===== src/rtl/adc_clk_prescaler.sv =====
module adc_clk_prescaler #(
  parameter int PRESC_W = 8,
  parameter int SU_W    = 10
) (
  input  logic               clk,
  input  logic               rst_n,
  input  logic               soft_rst_i,
  input  logic               wake_i,
  input  logic [PRESC_W-1:0] presc_i,
  input  logic [3:0]         su_code_i,
  output logic               adc_ce_o,
  output logic               adc_phase_o,
  output logic               ready_o
);

  logic [PRESC_W-1:0] div_q;
  logic               phase_q;
  logic               ce_q;
  logic               load_q;
  logic [SU_W-1:0]    su_q;

  wire term = (div_q == '0);

  function automatic logic [SU_W-1:0] su_lookup(input logic [3:0] c);
    if (c[3])      return SU_W'(512 + 64 * int'(c[2:0]));
    else if (c[2]) return SU_W'(64 + 16 * int'(c[1:0]));
    else           return SU_W'(8 * int'(c[1:0]));
  endfunction

  always_ff @(posedge clk or negedge rst_n) begin
    if (!rst_n) begin
      div_q   <= '0;
      phase_q <= 1'b0;
      ce_q    <= 1'b0;
      load_q  <= 1'b1;
      su_q    <= '0;
    end else if (soft_rst_i) begin
      div_q   <= '0;
      phase_q <= 1'b0;
      ce_q    <= 1'b0;
      load_q  <= 1'b1;
      su_q    <= '0;
    end else begin
      if (term) begin
        div_q   <= presc_i;
        phase_q <= ~phase_q;
      end else begin
        div_q <= div_q - 1'b1;
      end
      ce_q   <= term & ~phase_q;
      load_q <= 1'b0;
      if (load_q || wake_i)
        su_q <= su_lookup(su_code_i);
      else if (ce_q && su_q != '0)
        su_q <= su_q - 1'b1;
    end
  end

  assign adc_ce_o    = ce_q;
  assign adc_phase_o = phase_q;
  assign ready_o     = ~load_q & (su_q == '0);

  assert_single_pulse_R1: assert property (@(posedge clk) disable iff (!rst_n)
    adc_ce_o |=> !adc_ce_o);

  assert_ready_hold_R5: assert property (@(posedge clk) disable iff (!rst_n)
    (ready_o && !wake_i && !soft_rst_i) |=> ready_o);

  assert_wake_drops_R6: assert property (@(posedge clk) disable iff (!rst_n)
    (wake_i && !soft_rst_i && su_code_i != 4'd0) |=> !ready_o);

  assert_restart_clears_R7: assert property (@(posedge clk) disable iff (!rst_n)
    soft_rst_i |=> (!adc_ce_o && !ready_o));

  assert_count_step_R4: assert property (@(posedge clk) disable iff (!rst_n)
    (adc_ce_o && su_q != '0 && !wake_i && !soft_rst_i && !load_q)
      |=> su_q == $past(su_q) - 1'b1);

  assert_count_hold_R8: assert property (@(posedge clk) disable iff (!rst_n)
    (!adc_ce_o && !wake_i && !soft_rst_i && !load_q) |=> $stable(su_q));

endmodule


===== config.mk =====
export PLATFORM = sky130hd
export DESIGN_NAME = adc_clk_prescaler
export DESIGN_NICKNAME = d
export VERILOG_FILES = /design/src/rtl/adc_clk_prescaler.sv
export SDC_FILE = /design/constraint.sdc
export NUM_CORES = 1
export LEC_CHECK = 0
export CAP_MARGIN = 20
export CORE_UTILIZATION = 53
export CTS_CLUSTER_SIZE = 12
export DETAILED_ROUTE_END_ITERATION = 16
export GPL_ROUTABILITY_DRIVEN = 0
export GPL_TIMING_DRIVEN = 1
export PLACE_DENSITY = 0.79
export SLEW_MARGIN = 10
export SYNTH_ARGS = -nofsm -noshare
export SYNTH_HDL_FRONTEND = slang
export SYNTH_SLANG_ARGS = --single-unit
export TNS_END_PERCENT = 100

===== constraint.sdc =====
create_clock -name clk -period 2.6 [get_ports clk]
set_clock_uncertainty 0.1 [all_clocks]
set_input_delay 0.52 -clock clk [delete_from_list [all_inputs] [get_ports clk]]
set_output_delay 0.52 -clock clk [all_outputs]
set_load 0.005 [all_outputs]

### Word-level counts from Yosys, hierarchy flattened

Index checks and enable logic that the tools add are counted.

* flip-flop bits (word level): 21
* bits of input ports: 16
* output and inout port bits: 3
* logic and storage cells: 31

* $add $sub $neg: 4
* muxes and demuxes: 11
* bitwise logic cells: 4
* reduce and logical (&&, ||, !) cells: 7

Operators by type and width (number)
* $mux W10: 4
* $mux W8: 3
* $add A10 B9 Y10 const A: 1
* $logic_not A10 Y1: 1
* $reduce_bool A10 Y1: 1
* $sub A10 B1 Y10 const B: 1
* $add A7 B6 Y8 const A: 1
* $logic_not A8 Y1: 1
* $sub A8 B1 Y8 const B: 1
* $mux W1: 4
* $reduce_bool A3 Y1: 1
* $and A1 B1 Y1: 2
* $not A1 Y1: 2
* $reduce_bool A2 Y1: 1
* $logic_and A1 B1 Y1: 1
* $logic_or A1 B1 Y1: 1

### Longest topological paths before layout

* depth in word-level cells: 5
* depth in mapped cells: 7
* gate-level depth less buffers: 6

### Worst setup path before layout

No wires, ideal clock.

* path kind: reg-to-reg
* from: register su_q[0]
* to: register su_q[6]
* library setup time: 0.096 ns
* data arrival time: 1.957 ns
* data required time: 2.404 ns
* setup slack: 0.448 ns
* cell stages (with the launch flop): 7
* period minus slack after synthesis: 2.152 ns
* cell sequence: dfrtp_1 > inv_1 > ha_1 > or4b_4 > buf_6 > or4_4 > a311oi_2

* longest elaborated chain between the ends: 4

Ends and longest elaborated chain
* from (decl): RTL line 20 `logic [SU_W-1:0] su_q;`
* from (signal assigned): RTL line 53 `su_q <= su_lookup(su_code_i);`
* from (signal assigned): RTL line 55 `su_q <= su_q - 1'b1;`
* $sub A10 B1 Y10: RTL line 55
* $mux W10: RTL line 54 `else if (ce_q && su_q != '0)`
* $mux W10: RTL line 52 `if (load_q || wake_i)`
* $mux W10: RTL line 37 `end else if (soft_rst_i) begin`

Parallel ways exist; a longest one is shown, timed or not. The select of a mux whose other input is x is not followed.
A chain may end at the register's enable or synchronous reset.

### Worst setup path in the final report

* from: register su_q[0]
* to: output port ready_o

* longest elaborated chain between the ends: 2

Ends and longest elaborated chain
* $logic_not A10 Y1: RTL line 61 `assign ready_o = ~load_q & (su_q == '0);`
* $and A1 B1 Y1: RTL line 61
* to (decl): RTL line 13 `output logic ready_o`

Every way passes these cells.

==> key figures <==
Floorplanning
  – Rows: 17
  – Die Area: 2560 sq um
  – Die width: 50.6 um
  – CORE AREA: 2210 sq um
  – Chip height: 50.6 um
  – Starting Density: 56.6%
  – I/O pins: 19

Global routing
  – Tot GR Track Use: 24.6%
  – Vias in the first global route: 998
  – Largest net degree at the start of global routing: 22
  – First-pass GRT wire length: 4.50 mm
  – Overflow after GRT: 0
  – Initial antenna violation count: 0

Detailed routing
  – Wirelength per Cell: 14.8 um
  – Post-Route WL: 2.67 mm
  – DR iter-0 viols: 15
  – Via count: 1,054
  – First-pass iteration count of the detailed router: 4
  – Vias per cell: 5.82
  – Post-route ant nets: 0
  – DRC viols: 0

Run status
  – Status: completed

STA
  – Setup TNS: 0 ps
  – Worst Slack Setup Final: 69.7 ps
  – Fmax: 395 MHz
  – Final hold vios: 0
  – Endpoints failing setup: 0
  – Post-route clock period utilization: 97.3%
  – Pins Over Slew Limit: 0
  – Slew Limit Headroom: 57.4%
  – RSZ-0062 raised after global routing: no
  – Final min period: 2530 ps
  – Worst slew pin tran: 637 ps

Pwr
  – Clock share of power: 14.8%
  – Maximum VDD drop: 0.636 mV
  – Net Sw Frac: 37.1%
  – Internal: 0.669 mW
  – Reg power frac: 43.8%
  – Combinational share of power: 41.4%
  – Leakage: 0.606 nW
  – P_sw: 0.396 mW
  – Pwr Density: 709 nW/um^2

Placement
  – Post-place setup slack: 27.8 ps
  – HPWL Detailed: 1.96 mm
  – PortBufs: 18
  – Post-Place Cell Area: 1460 sq um

Yosys
  – YS warnings: 0
  – Number of synthesized flops with an enable pin: 0
  – Area leader, netlist: dfrtp_1
  – Synth top area share: 40.0%
  – Post-synthesis sequential area ratio: 42.1%
  – Net Count, Synth: 152
  – Commonest cells post-synth: 20 x dfrtp_1, 19 x nor2_1, 11 x nand2_1
  – Synth top area cells: dfrtp_1 40%, a211oi_1 6.0%, nor2_1 5.7%
  – Synth cell types: 39
  – Cell with the most instances after synthesis: dfrtp_1
  – Top FF cell, synth: dfrtp_1
  – Mapped Cells: 133
  – Post-Syn Area: 1250 sq um
  – Avg Cell Area, Syn: 9.41 sq um
  – Synth async-reset ratio: 100%
  – Synth Register Bits: 21

Clock tree
  – Clock sink count: 21
  – CTS tree: built
  – Clock latency at the later pin of the worst-skew pair: 300 ps
  – Post CTS Setup Buffer Count: 0
  – CTS H-tree depth: 1
  – Clock-pin slew on the worst setup and hold paths: 120 ps
  – CTS Buffer Depth: 2
  – Root Driver: clkbuf_4
  – Num CTS Buffers: 3

Final layout
  – N_diodes: 0
  – Layout cells sized above 1: 15.0%
  – Design area: 1500 sq um
  – Final Util: 67.9%
  – Final #Nets: 173
  – Multi-input logic area: 687 sq um
  – Area growth, synth to finish: 20.1%
  – Fillcell total: 189
  – Register area: 527 sq um

Critical path
  – Worst Setup SP: su_q[0]
  – CP Class: reg -> out
  – Reg-to-reg startpoint: su_q[0]
  – Element type at the critical path start: register
  – Worst Setup End Kind: output port
  – Crit Path Max Fanout: 4
  – Worst EP required: 1980 ps
  – Crit path DAT: 1910 ps

Min path
  – HP Start: adc_phase_o
  – Min-Delay Path Class: reg -> reg

Run
  – Max_cap viols: 0
power groups by stage:
stage | Clock, mW | Sequential [mW] | Combinational, mW
2_1_floorplan | 0 | 0.455 | 0.326
3_3_place_gp | 0 | 0.468 | 0.422
3_5_place_dp | 0 | 0.470 | 0.435
4_1_cts | 0.164 | 0.465 | 0.443
5_1_grt | 0.174 | 0.475 | 0.496
6_report | 0.158 | 0.467 | 0.441
registers in the layout, summed over array words and instances (netlist names):
register,cells
adc_ce_o,1
adc_phase_o,1
div_q,8
load_q,1
su_q,10
logic make-up (layout without fill, tap and decap cells):
| logic type | after synthesis | after routing | share of synthesized area (%) |
|---|---|---|---|
| AND/OR/NAND/NOR | 63 | 63 | 27.2 |
| flip-flops | 21 | 21 | 42.1 |
| buffers and inverters | 10 | 30 | 4.50 |
| multiplexers | 2 | 2 | 1.60 |
| XOR/XNOR | 9 | 9 | 6.30 |
| adder cells (fa/ha/maj) | 3 | 3 | 3.00 |
| AO/OA/AOI/OAI | 25 | 25 | 15.3 |
layout by cell type (no fill, tap or decap), types with 2 or more instances in the layout:
cell type and n:
nand3_1 4, o21ai_0 2, clkbuf_4 3, clkdlybuf4s50_1 17, a211oi_1 10, nor2_1 19
a21oi_1 5, a311oi_1 2, nor3b_1 2, xnor2_1 5, ha_1 2, mux2i_1 2
nor3_1 7, or3_1 6, dfrtp_1 20, inv_2 2, buf_4 4, nand2_1 11
xor2_1 4, inv_1 2
final cells by class:
cell class	instances	share of cell area, %
inverters	4	0.999
repair buffers	22	14.1
clock buffers	3	1.50
clock inverters	1	0.333
multi-input cells	102	45.7
flip-flops and latches	21	35.1
well taps	28	2.33
per-layer routing:
metal	vias up	global-route usage [%]	wire, um
met5	-	0	0
met4	0	10.6	41
met3	4	3.64	73
met2	23	40.7	1310
met1	505	31.8	1250
li1	522	-	-
timing repair:
action	CTS	global route
setup endpoints to repair	1	1
hold buffers	0	0
pin swaps	1	0
gates resized for setup	6	2
critical path: stages, from the launching register on:
cell	delay (ps)
dfrtp_1	420
inv_2	100
ha_4	150
or4b_4	480
nor4_2	230
clkdlybuf4s15_2	240
per-stage QoR:
stage / cells / hold slack, ps / total power, mW
3_3_place_gp: 177 / 364 / 0.890
5_1_grt: 181 / 413 / 1.14
2_1_floorplan: 133 / 124 / 0.781
4_1_cts: 181 / 398 / 1.07
6_report: 181 / 392 / 1.07
3_5_place_dp: 177 / 375 / 0.905
final timing paths:
check	endpoint	slack [ps]	cells past startpoint
min in group asynchronous	su_q[3]	440	2
worst max-delay path	ready_o	70	5
worst min-delay path	adc_ce_o	390	1
worst max register to register	su_q[6]	340	6
max in group asynchronous	load_q	1690	2
worst min register to register	adc_ce_o	390	1
No activity file was read; power rests on OpenSTA's default activity.
